File: config.mk
export PLATFORM = sky130hd
export DESIGN_NAME = ext_bus_arbiter
export DESIGN_NICKNAME = d
export VERILOG_FILES = /design/src/rtl/ext_bus_pkg.sv /design/src/rtl/ext_bus_wait_ctr.sv /design/src/rtl/ext_bus_pick.sv /design/src/rtl/ext_bus_drive.sv /design/src/rtl/ext_bus_arbiter.sv
export SDC_FILE = /design/constraint.sdc
export NUM_CORES = 1
export LEC_CHECK = 0
export ABC_AREA = 1
export BUFFER_PORTS_ARGS = -buffer_cell sky130_fd_sc_hd__clkbuf_2
export CAP_MARGIN = 0
export CORE_MARGIN = 2
export CORE_UTILIZATION = 42
export CTS_CLUSTER_DIAMETER = 200
export DETAILED_ROUTE_END_ITERATION = 8
export PLACE_DENSITY = 0.91
export SLEW_MARGIN = 20
export SYNTH_ARGS = -nofsm -noshare
export SYNTH_HDL_FRONTEND = slang
export SYNTH_SLANG_ARGS = --single-unit
File: constraint.sdc
create_clock -name clk -period 1.3 [get_ports clk]
set_input_delay 0.195 -clock clk [delete_from_list [all_inputs] [get_ports clk]]
set_output_delay 0.195 -clock clk [all_outputs]
set_load 0.1 [all_outputs]
File: src/rtl/ext_bus_pkg.sv
package ext_bus_pkg;
   typedef enum logic [1:0] {
      BUS_IDLE = 2'd0,
      BUS_XFER = 2'd1,
      BUS_LENT = 2'd2
   } bus_state_t;

   typedef enum logic [1:0] {
      OWN_NONE = 2'd0,
      OWN_PM   = 2'd1,
      OWN_DM   = 2'd2
   } owner_t;

   localparam int SPACES   = 3;
   localparam int SEL_PM   = 0;
   localparam int SEL_DM   = 1;
   localparam int SEL_BOOT = 2;
endpackage

File: src/rtl/ext_bus_wait_ctr.sv
module ext_bus_wait_ctr #(
   parameter int WSW = 3
) (
   input  logic           clk,
   input  logic           rst_n,
   input  logic           load,
   input  logic [WSW-1:0] load_val,
   input  logic           active,
   output logic           last
);
   generate
      if (WSW < 1) begin : g_bad_wsw
         $error("ext_bus_wait_ctr: WSW must be at least 1");
      end
   endgenerate

   logic [WSW-1:0] cnt;

   always_ff @(posedge clk) begin
      if (!rst_n)
         cnt <= '0;
      else if (load)
         cnt <= load_val;
      else if (active && cnt != '0)
         cnt <= cnt - 1'b1;
   end

   assign last = active && (cnt == '0);

   // each busy cycle before the last one takes one count away
   p_count_down_r2: assert property (@(posedge clk) disable iff (!rst_n)
      (active && !load && cnt != '0) |=> (cnt == $past(cnt) - 1'b1));
endmodule

File: src/rtl/ext_bus_pick.sv
module ext_bus_pick #(
   parameter bit DM_FIRST = 1'b1
) (
   input  logic pm_req,
   input  logic dm_req,
   input  logic ext_req,
   output logic take_ext,
   output logic take_dm,
   output logic take_pm
);
   generate
      if (DM_FIRST) begin : g_dm_first
         always_comb begin
            take_ext = ext_req;
            take_dm  = !ext_req && dm_req;
            take_pm  = !ext_req && !dm_req && pm_req;
         end
      end else begin : g_pm_first
         always_comb begin
            take_ext = ext_req;
            take_pm  = !ext_req && pm_req;
            take_dm  = !ext_req && !pm_req && dm_req;
         end
      end
   endgenerate
endmodule

File: src/rtl/ext_bus_drive.sv
module ext_bus_drive #(
   parameter int AW = 16,
   parameter int DW = 16,
   parameter int NS = 3
) (
   input  logic          clk,
   input  logic          rst_n,
   input  logic          load,
   input  logic [NS-1:0] load_space,
   input  logic [AW-1:0] load_addr,
   input  logic [DW-1:0] load_wdata,
   input  logic          load_we,
   input  logic          finish,
   input  logic          lent,
   output logic [AW-1:0] ext_addr,
   output logic [DW-1:0] ext_wdata,
   output logic          ext_we,
   output logic [NS-1:0] space_sel,
   output logic          ext_oe
);
   generate
      if (AW < 1 || DW < 1 || NS < 1) begin : g_bad_width
         $error("ext_bus_drive: widths must be at least 1");
      end
   endgenerate

   always_ff @(posedge clk) begin
      if (!rst_n) begin
         ext_addr  <= '0;
         ext_wdata <= '0;
         ext_we    <= 1'b0;
         space_sel <= '0;
      end else if (load) begin
         ext_addr  <= load_addr;
         ext_wdata <= load_wdata;
         ext_we    <= load_we;
         space_sel <= load_space;
      end else if (finish) begin
         ext_we    <= 1'b0;
         space_sel <= '0;
      end
   end

   assign ext_oe = !lent;

   // nothing is marked as owning the bus while the pins are released
   p_quiet_when_lent_r8: assert property (@(posedge clk) disable iff (!rst_n)
      (!ext_oe) |-> (space_sel == '0));
endmodule

File: src/rtl/ext_bus_arbiter.sv
module ext_bus_arbiter #(
   parameter int AW       = 16,
   parameter int DW       = 16,
   parameter int WSW      = 3,
   parameter bit DM_FIRST = 1'b1
) (
   input  logic           clk,
   input  logic           rst_n,
   input  logic           halt_mode,
   input  logic [WSW-1:0] ws_pm,
   input  logic [WSW-1:0] ws_dm,
   input  logic [WSW-1:0] ws_boot,
   input  logic           pm_req,
   input  logic           pm_boot,
   input  logic [AW-1:0]  pm_addr,
   input  logic           pm_we,
   input  logic [DW-1:0]  pm_wdata,
   output logic           pm_done,
   input  logic           dm_req,
   input  logic [AW-1:0]  dm_addr,
   input  logic           dm_we,
   input  logic [DW-1:0]  dm_wdata,
   output logic           dm_done,
   output logic [DW-1:0]  rd_data,
   input  logic           ext_req,
   output logic           ext_grant,
   output logic           core_stall,
   output logic [AW-1:0]  ext_addr,
   output logic [DW-1:0]  ext_wdata,
   output logic           ext_we,
   input  logic [DW-1:0]  ext_rdata,
   output logic           ext_oe,
   output logic [2:0]     space_sel
);
   import ext_bus_pkg::*;

   localparam int NS = SPACES;

   generate
      if (AW < 1 || DW < 1) begin : g_bad_bus
         $error("ext_bus_arbiter: AW and DW must be at least 1");
      end
      if (WSW < 1 || WSW > 8) begin : g_bad_ws
         $error("ext_bus_arbiter: WSW must be in 1..8");
      end
      if (NS != 3) begin : g_bad_ns
         $error("ext_bus_arbiter: space count must be 3");
      end
   endgenerate

   bus_state_t     state, state_nx;
   owner_t         owner;
   logic           take_ext, take_dm, take_pm;
   logic           load, last, lent;
   logic [WSW-1:0] load_ws;
   logic [NS-1:0]  load_space;
   logic [AW-1:0]  load_addr;
   logic [DW-1:0]  load_wdata;
   logic           load_we;

   ext_bus_pick #(.DM_FIRST(DM_FIRST)) u_pick (
      .pm_req   (pm_req),
      .dm_req   (dm_req),
      .ext_req  (ext_req),
      .take_ext (take_ext),
      .take_dm  (take_dm),
      .take_pm  (take_pm)
   );

   assign load = (state == BUS_IDLE) && (take_dm || take_pm);
   assign lent = (state == BUS_LENT);

   always_comb begin
      load_space = '0;
      if (take_dm) begin
         load_ws              = ws_dm;
         load_addr            = dm_addr;
         load_wdata           = dm_wdata;
         load_we              = dm_we;
         load_space[SEL_DM]   = 1'b1;
      end else begin
         load_ws              = pm_boot ? ws_boot : ws_pm;
         load_addr            = pm_addr;
         load_wdata           = pm_wdata;
         load_we              = pm_we;
         load_space[SEL_PM]   = !pm_boot;
         load_space[SEL_BOOT] = pm_boot;
      end
   end

   ext_bus_wait_ctr #(.WSW(WSW)) u_wait (
      .clk      (clk),
      .rst_n    (rst_n),
      .load     (load),
      .load_val (load_ws),
      .active   (state == BUS_XFER),
      .last     (last)
   );

   always_comb begin
      state_nx = state;
      unique case (state)
         BUS_IDLE: begin
            if (take_ext)
               state_nx = BUS_LENT;
            else if (take_dm || take_pm)
               state_nx = BUS_XFER;
         end
         BUS_XFER: if (last) state_nx = BUS_IDLE;
         BUS_LENT: if (!ext_req) state_nx = BUS_IDLE;
         default:  state_nx = BUS_IDLE;
      endcase
   end

   always_ff @(posedge clk) begin
      if (!rst_n) begin
         state <= BUS_IDLE;
         owner <= OWN_NONE;
      end else begin
         state <= state_nx;
         if (load)
            owner <= take_dm ? OWN_DM : OWN_PM;
         else if (last)
            owner <= OWN_NONE;
      end
   end

   ext_bus_drive #(.AW(AW), .DW(DW), .NS(NS)) u_drive (
      .clk        (clk),
      .rst_n      (rst_n),
      .load       (load),
      .load_space (load_space),
      .load_addr  (load_addr),
      .load_wdata (load_wdata),
      .load_we    (load_we),
      .finish     (last),
      .lent       (lent),
      .ext_addr   (ext_addr),
      .ext_wdata  (ext_wdata),
      .ext_we     (ext_we),
      .space_sel  (space_sel),
      .ext_oe     (ext_oe)
   );

   assign pm_done    = last && (owner == OWN_PM);
   assign dm_done    = last && (owner == OWN_DM);
   assign rd_data    = ext_rdata;
   assign ext_grant  = lent;
   assign core_stall = lent && (halt_mode || pm_req || dm_req);

   // never more than one space owns the bus
   p_sel_onehot_r2: assert property (@(posedge clk) disable iff (!rst_n)
      $onehot0(space_sel));
   // completion only happens inside an owned cycle
   p_done_in_access_r2: assert property (@(posedge clk) disable iff (!rst_n)
      (pm_done || dm_done) |-> (space_sel != '0));
   // bus values hold for the whole access
   p_addr_hold_r4: assert property (@(posedge clk) disable iff (!rst_n)
      (space_sel != '0 && $past(space_sel) != '0) |-> ($stable(ext_addr) && $stable(ext_wdata) && $stable(ext_we)));
   // a turnaround cycle follows every access
   p_turnaround_r6: assert property (@(posedge clk) disable iff (!rst_n)
      (pm_done || dm_done) |=> (space_sel == '0));
   // the grant begins only after a cycle with no owner
   p_grant_boundary_r7: assert property (@(posedge clk) disable iff (!rst_n)
      $rose(ext_grant) |-> ($past(space_sel) == '0));
   // pins are released during the grant
   p_lent_released_r8: assert property (@(posedge clk) disable iff (!rst_n)
      ext_grant |-> (!ext_oe && space_sel == '0));
   // no stall without a grant
   p_no_stall_idle_r9: assert property (@(posedge clk) disable iff (!rst_n)
      (!ext_grant) |-> (!core_stall));
   // halt mode stalls through the grant
   p_halt_stall_r10: assert property (@(posedge clk) disable iff (!rst_n)
      (ext_grant && halt_mode) |-> core_stall);
   // no port completes while the bus is lent
   p_no_done_lent_r11: assert property (@(posedge clk) disable iff (!rst_n)
      ext_grant |-> (!pm_done && !dm_done));
endmodule

### Yosys cells after proc, flatten, opt, wreduce, memory -nomap -nowiden

Index checks and enable logic that the tools add are counted.

| cells by class | value |
|---|---|
| add/subtract/negate cells | 1 |
| eq/ne operators | 7 |
| mux-type cells | 21 |
| reductions and logical operators | 22 |

Operator list:

| cell | number |
|---|---|
| 16-bit two-way mux | 2 |
| 3-bit two-way mux | 6 |
| 2-bit two-way mux | 6 |
| 1-bit logical AND | 9 |
| 1-bit two-way mux | 6 |
| 2-bit case mux with 3 select lines | 1 |
| 2-bit by 1-bit equality test with 1-bit output (second input constant) | 2 |
| 2-bit equality test (second input constant) | 2 |
| 1-bit logical NOT | 4 |
| 2-bit inequality test (second input constant) | 2 |
| 2-bit nonzero test | 2 |
| 3-bit logical NOT | 1 |
| 1-bit logical OR | 3 |
| 3-bit by 2-bit inequality test with 1-bit output (second input constant) | 1 |
| 3-bit AND reduction | 1 |
| 3-bit nonzero test | 1 |
| 3-bit by 1-bit subtractor with 3-bit output (second input constant) | 1 |
| 2-bit logical NOT | 1 |

| storage, ports and cells | value |
|---|---|
| flip-flop bits (word level) | 43 |
| input port bits | 98 |
| logic and storage cells | 58 |

### Longest topological paths before layout

| depth | value |
|---|---|
| depth in word-level cells | 7 |
| gate-level depth with buffers | 8 |
| gate-level depth less buffers | 8 |

### By module

From an unflattened synthesis, not the netlist that was laid out.

| unflattened totals | value |
|---|---|
| cells, all modules | 375 |
| area total of the unflattened synthesis | 2426.1 um^2 |

By module, submodules not included:

| module | times used | cells an instance | area each (um^2) |
|---|---|---|---|
| ext_bus_drive | 1 | 158 | 1312.5 |
| ext_bus_arbiter | 1 | 175 | 855.8 |
| ext_bus_wait_ctr | 1 | 36 | 229.0 |
| ext_bus_pick | 1 | 6 | 28.8 |

### Worst setup path after synthesis

OpenSTA, ideal clock, no wires.

| timing | value |
|---|---|
| path kind | flip-flop to output port |
| from | reg state[1] |
| to | out core_stall |
| data arrival time | 4.174 ns |
| data required time | 1.105 ns |
| slack | -3.069 ns |
| stages on the path, launching flop included | 5 |
| cells stage by stage | dfxtp_1 -> inv_1 -> nor2_1 -> inv_1 -> nor2_1 |

| between the ends | value |
|---|---|
| cells in the longest elaborated chain, start to end | 2 |

Ends and longest elaborated chain:

| element | line | text |
|---|---|---|
| start: declaration | ext_bus_arbiter.sv:51 | `bus_state_t state, state_nx;` |
| start signal: assignment | ext_bus_arbiter.sv:120 | `state <= state_nx;` |
| 2-bit equality test | ext_bus_arbiter.sv:71 | `assign lent = (state == BUS_LENT);` |
| net ext_grant | ext_bus_arbiter.sv:26 | `output logic ext_grant,` |
| 1-bit logical AND | ext_bus_arbiter.sv:149 | `assign core_stall = lent && (halt_mode \|\| pm_req \|\| dm_req);` |
| end: declaration | ext_bus_arbiter.sv:27 | `output logic core_stall,` |

The timed path passes the listed nets, and every way through them passes these cells.

### Final worst setup path

| timing | value |
|---|---|
| from | reg u_wait.cnt[0] |
| to | out dm_done |

| between the ends | value |
|---|---|
| cells in the longest elaborated chain, start to end | 3 |

Ends and longest elaborated chain:

| element | line | text |
|---|---|---|
| start: declaration | ext_bus_wait_ctr.sv:17 | `logic [WSW-1:0] cnt;` |
| start signal: assignment | ext_bus_wait_ctr.sv:23 | `cnt <= load_val;` |
| start signal: assignment | ext_bus_wait_ctr.sv:25 | `cnt <= cnt - 1'b1;` |
| 3-bit logical NOT | ext_bus_wait_ctr.sv:28 | `assign last = active && (cnt == '0);` |
| 1-bit logical AND | ext_bus_wait_ctr.sv:28 |  |
| 1-bit logical AND | ext_bus_arbiter.sv:146 | `assign dm_done = last && (owner == OWN_DM);` |
| end: declaration | ext_bus_arbiter.sv:23 | `output logic dm_done,` |

Every way passes these cells.

==> flow_summary.yaml <==
status:
  outcome: "finished with violations"
  violations: "setup timing"
cts:
  root_buffer: "clkbuf_8"
  htreeDepth: 2
  cts_buffers: 5
  cts_buffer_depth: 2
  cts.hold.buffers_added: 0
  clk_pin_slew_ns: 0.07
  clock-sinks: 42
  insertion_delay_ns: 0.28
  cts_tree: "done"
timing:
  drv_slew: 0
  finalCritPeriodShare_pct: 118
  slew_headroom_pct: 80.5
  fin_ws_ns: -0.234
  clock.fmax_mhz: 652
  setup_tns_ns: -0.562
  min_period_ns: 1.53
  fin_skew_ns: 0.00437
  tightest_slew_ns: 0.296
  finalHoldViolCount: 0
  rsz0062_at_grt: "yes"
  setup_viol: 4
layout:
  area_growth_pct: 51.0
  antenna_cells: 0
  finalNonFillerCells: 549
  drive_gt1_share_pct: 37.8
  finalInstanceArea_sq_mm: 0.00343
  fin_nets: 579
  post-route-util_pct: 66.4
  fill_cells: 438
placed_design:
  place_congestion: 0.904
  dpl.hpwl_microns: 4770
  dp.cells: 530
  numPortBuffers: 122
  dpl_cell_area_sq_mm: 0.00314
route:
  ant_nets: 0
  drc: 0
  vias: 2604
  vias_per_cell: 4.74
  wl_per_cell_microns: 11.9
  drt_iter0_drc: 91
  dr.pass1.iters: 4
  routed_wl_microns: 6530
floorplanning:
  coreArea_sq_mm: 0.00517
  die_y_microns: 77.6
  initial_utilization_pct: 44.0
  rows: 26
  io_pins: 155
  dieArea_sq_mm: 0.00602
  die_x_microns: 77.6
yosys:
  synth_flop_cell: "dfxtp_1"
  synth_seq_area_share_pct: 37.0
  yosys.area.top_type_share_pct: 37.0
  synthAdderAreaFrac_pct: 1.10
  muxShareOfSynthArea_pct: 0
  syn-num-nets: 459
  synthXorXnorAreaFrac_pct: 0
  ys_seq_elements: 42
  netlist_top_cells_area: "dfxtp_1 (37%), nand2_1 (31%), a21oi_1 (8.8%)"
  synth_cell_types: 17
  synthTopCellsByCount: "nand2_1 (189), dfxtp_1 (42), a21oi_1 (40), buf_4 (21)"
  synth_compound_area_share_pct: 9.03
  syn_area_sq_mm: 0.00227
  synthArstFlopShare_pct: 0
  syn_avg_cell_area_sq_um: 6.33
  synth-edff-count: 0
  synth_top_family_by_area: "simple AND/OR/NAND/NOR gates"
  yosys.area_share.simple_pct: 37.6
  yosysMostFrequentCell: "nand2_1"
  syn_inst: 359
  ys_warn_count: 0
  yosys.area.top_type: "dfxtp_1"
grt:
  grt_pass1_vias: 2468
  grt_pass1_wl_microns: 10300
  grt_max_degree: 24
  antenna_found_initial: 0
  grt_usage_pct: 20.6
  globalRoute.totalOverflow: 0
flow_run:
  drv_cap: 0
worst_setup_path:
  max_stage_delay_ns: 0.33
  slowest_stage: "dfxtp_2"
  crit_path_end_kind: "output pin"
  start_kind: "flip-flop"
  crit_path_cell_trace: "inv_2 -> ha_4 -> nand3_4 -> nor3_4 -> buf_12"
  path_class: "flip-flop to output pin"
  cp_data_arrival_time_ns: 1.34
  cp.required_ns: 1.11
  cp_max_fo: 3
pwr:
  irDropWorstVdd_mv: 0.660
  power_density_mw_per_mm2: 1060
  total_leakage_power_uw: 0.00176
  power.total_uw: 3640
worst_hold_path:
  min_path_type: "input pin to flip-flop"
-- cells by family after synthesis --
logic type	after synthesis
adder cells (fa/ha/maj)	2
AO/OA/AOI/OAI	41
AND/OR/NAND/NOR	218
buffers and inverters	56
flip-flops	42
-- routing by layer --
layer / GRT usage [%] / routed length, microns / vias to the layer above
li1: - / - / 1322
met1: 21.7 / 2430 / 1160
met2: 39.0 / 3520 / 114
met3: 5.70 / 477 / 8
met4: 6.96 / 95 / 0
met5: 0 / 0 / -
-- through the flow --
stage | setup WS [ns] | hold WS (ns)
finish | -0.234 | 0.172
detailed placement | -0.0571 | 0.391
global placement | -0.00683 | 0.391
floorplan | -1.11 | 0.316
global route | -0.276 | 0.176
CTS | -0.214 | 0.150
-- layout make-up --
cell class                 instances  area (sq um)  area share [%]
clock buffer                       7          76.3            2.22
inverter                          20          82.6            2.41
multi-input combinational        261          1180            34.3
sequential                        42           848            24.7
tap                               70          87.6            2.55
timing repair buffer             148          1150            33.6
timing repair inverter             1          6.26           0.182
-- state kept, by name, indices dropped and copies added (netlist names) --
signal	cells
owner	1
state	2
u_drive.ext_addr	16
u_drive.ext_wdata	16
u_drive.ext_we	1
u_drive.space_sel	3
u_wait.cnt	3
-- cells in the final DEF, fill, tap and decap left out, types with 3 or more instances in the layout --
master    count
dfxtp_1      38
nand3_1      15
buf_6         4
nand2_1     187
buf_4        45
buf_12       15
nor2_4        5
dfxtp_2       3
inv_2         7
clkbuf_2     81
a21oi_1      38
nor2_1        5
inv_1        12
clkbuf_8      5
-- final timing paths --
kind	from	endpoint	slack [ns]	depth (start not counted)
worst max register to register	state[1]	u_drive.space_sel[0]	-0.08	8
worst min-delay path	rst_n	u_wait.cnt[1]	0.17	3
worst min register to register	u_drive.ext_addr[5]	u_drive.ext_addr[5]	0.47	2
worst max-delay path	u_wait.cnt[0]	dm_done	-0.23	5
-- worst max-delay path, delay by kind of cell, from the launching register on --
family / cells / cell delay [ns]
flops: 1 / 0.33
buf+inv: 2 / 0.28
simple gates: 2 / 0.28
fa+ha+maj: 1 / 0.16
-- power breakdown --
part	internal, uW	switching (uW)
Sequential	1370	61.1
Combinational	495	958
Clock	370	385
-- timing repair --
| action | 4_1_cts | 5_1_grt |
|---|---|---|
| resized for setup | 12 | 18 |
| buffers inserted | 5 | 4 |
| cloned | 0 | 3 |
| pin swaps | 3 | 5 |
| setup endpoints to repair | 5 | 39 |
Power figures use the tool's default switching activity.
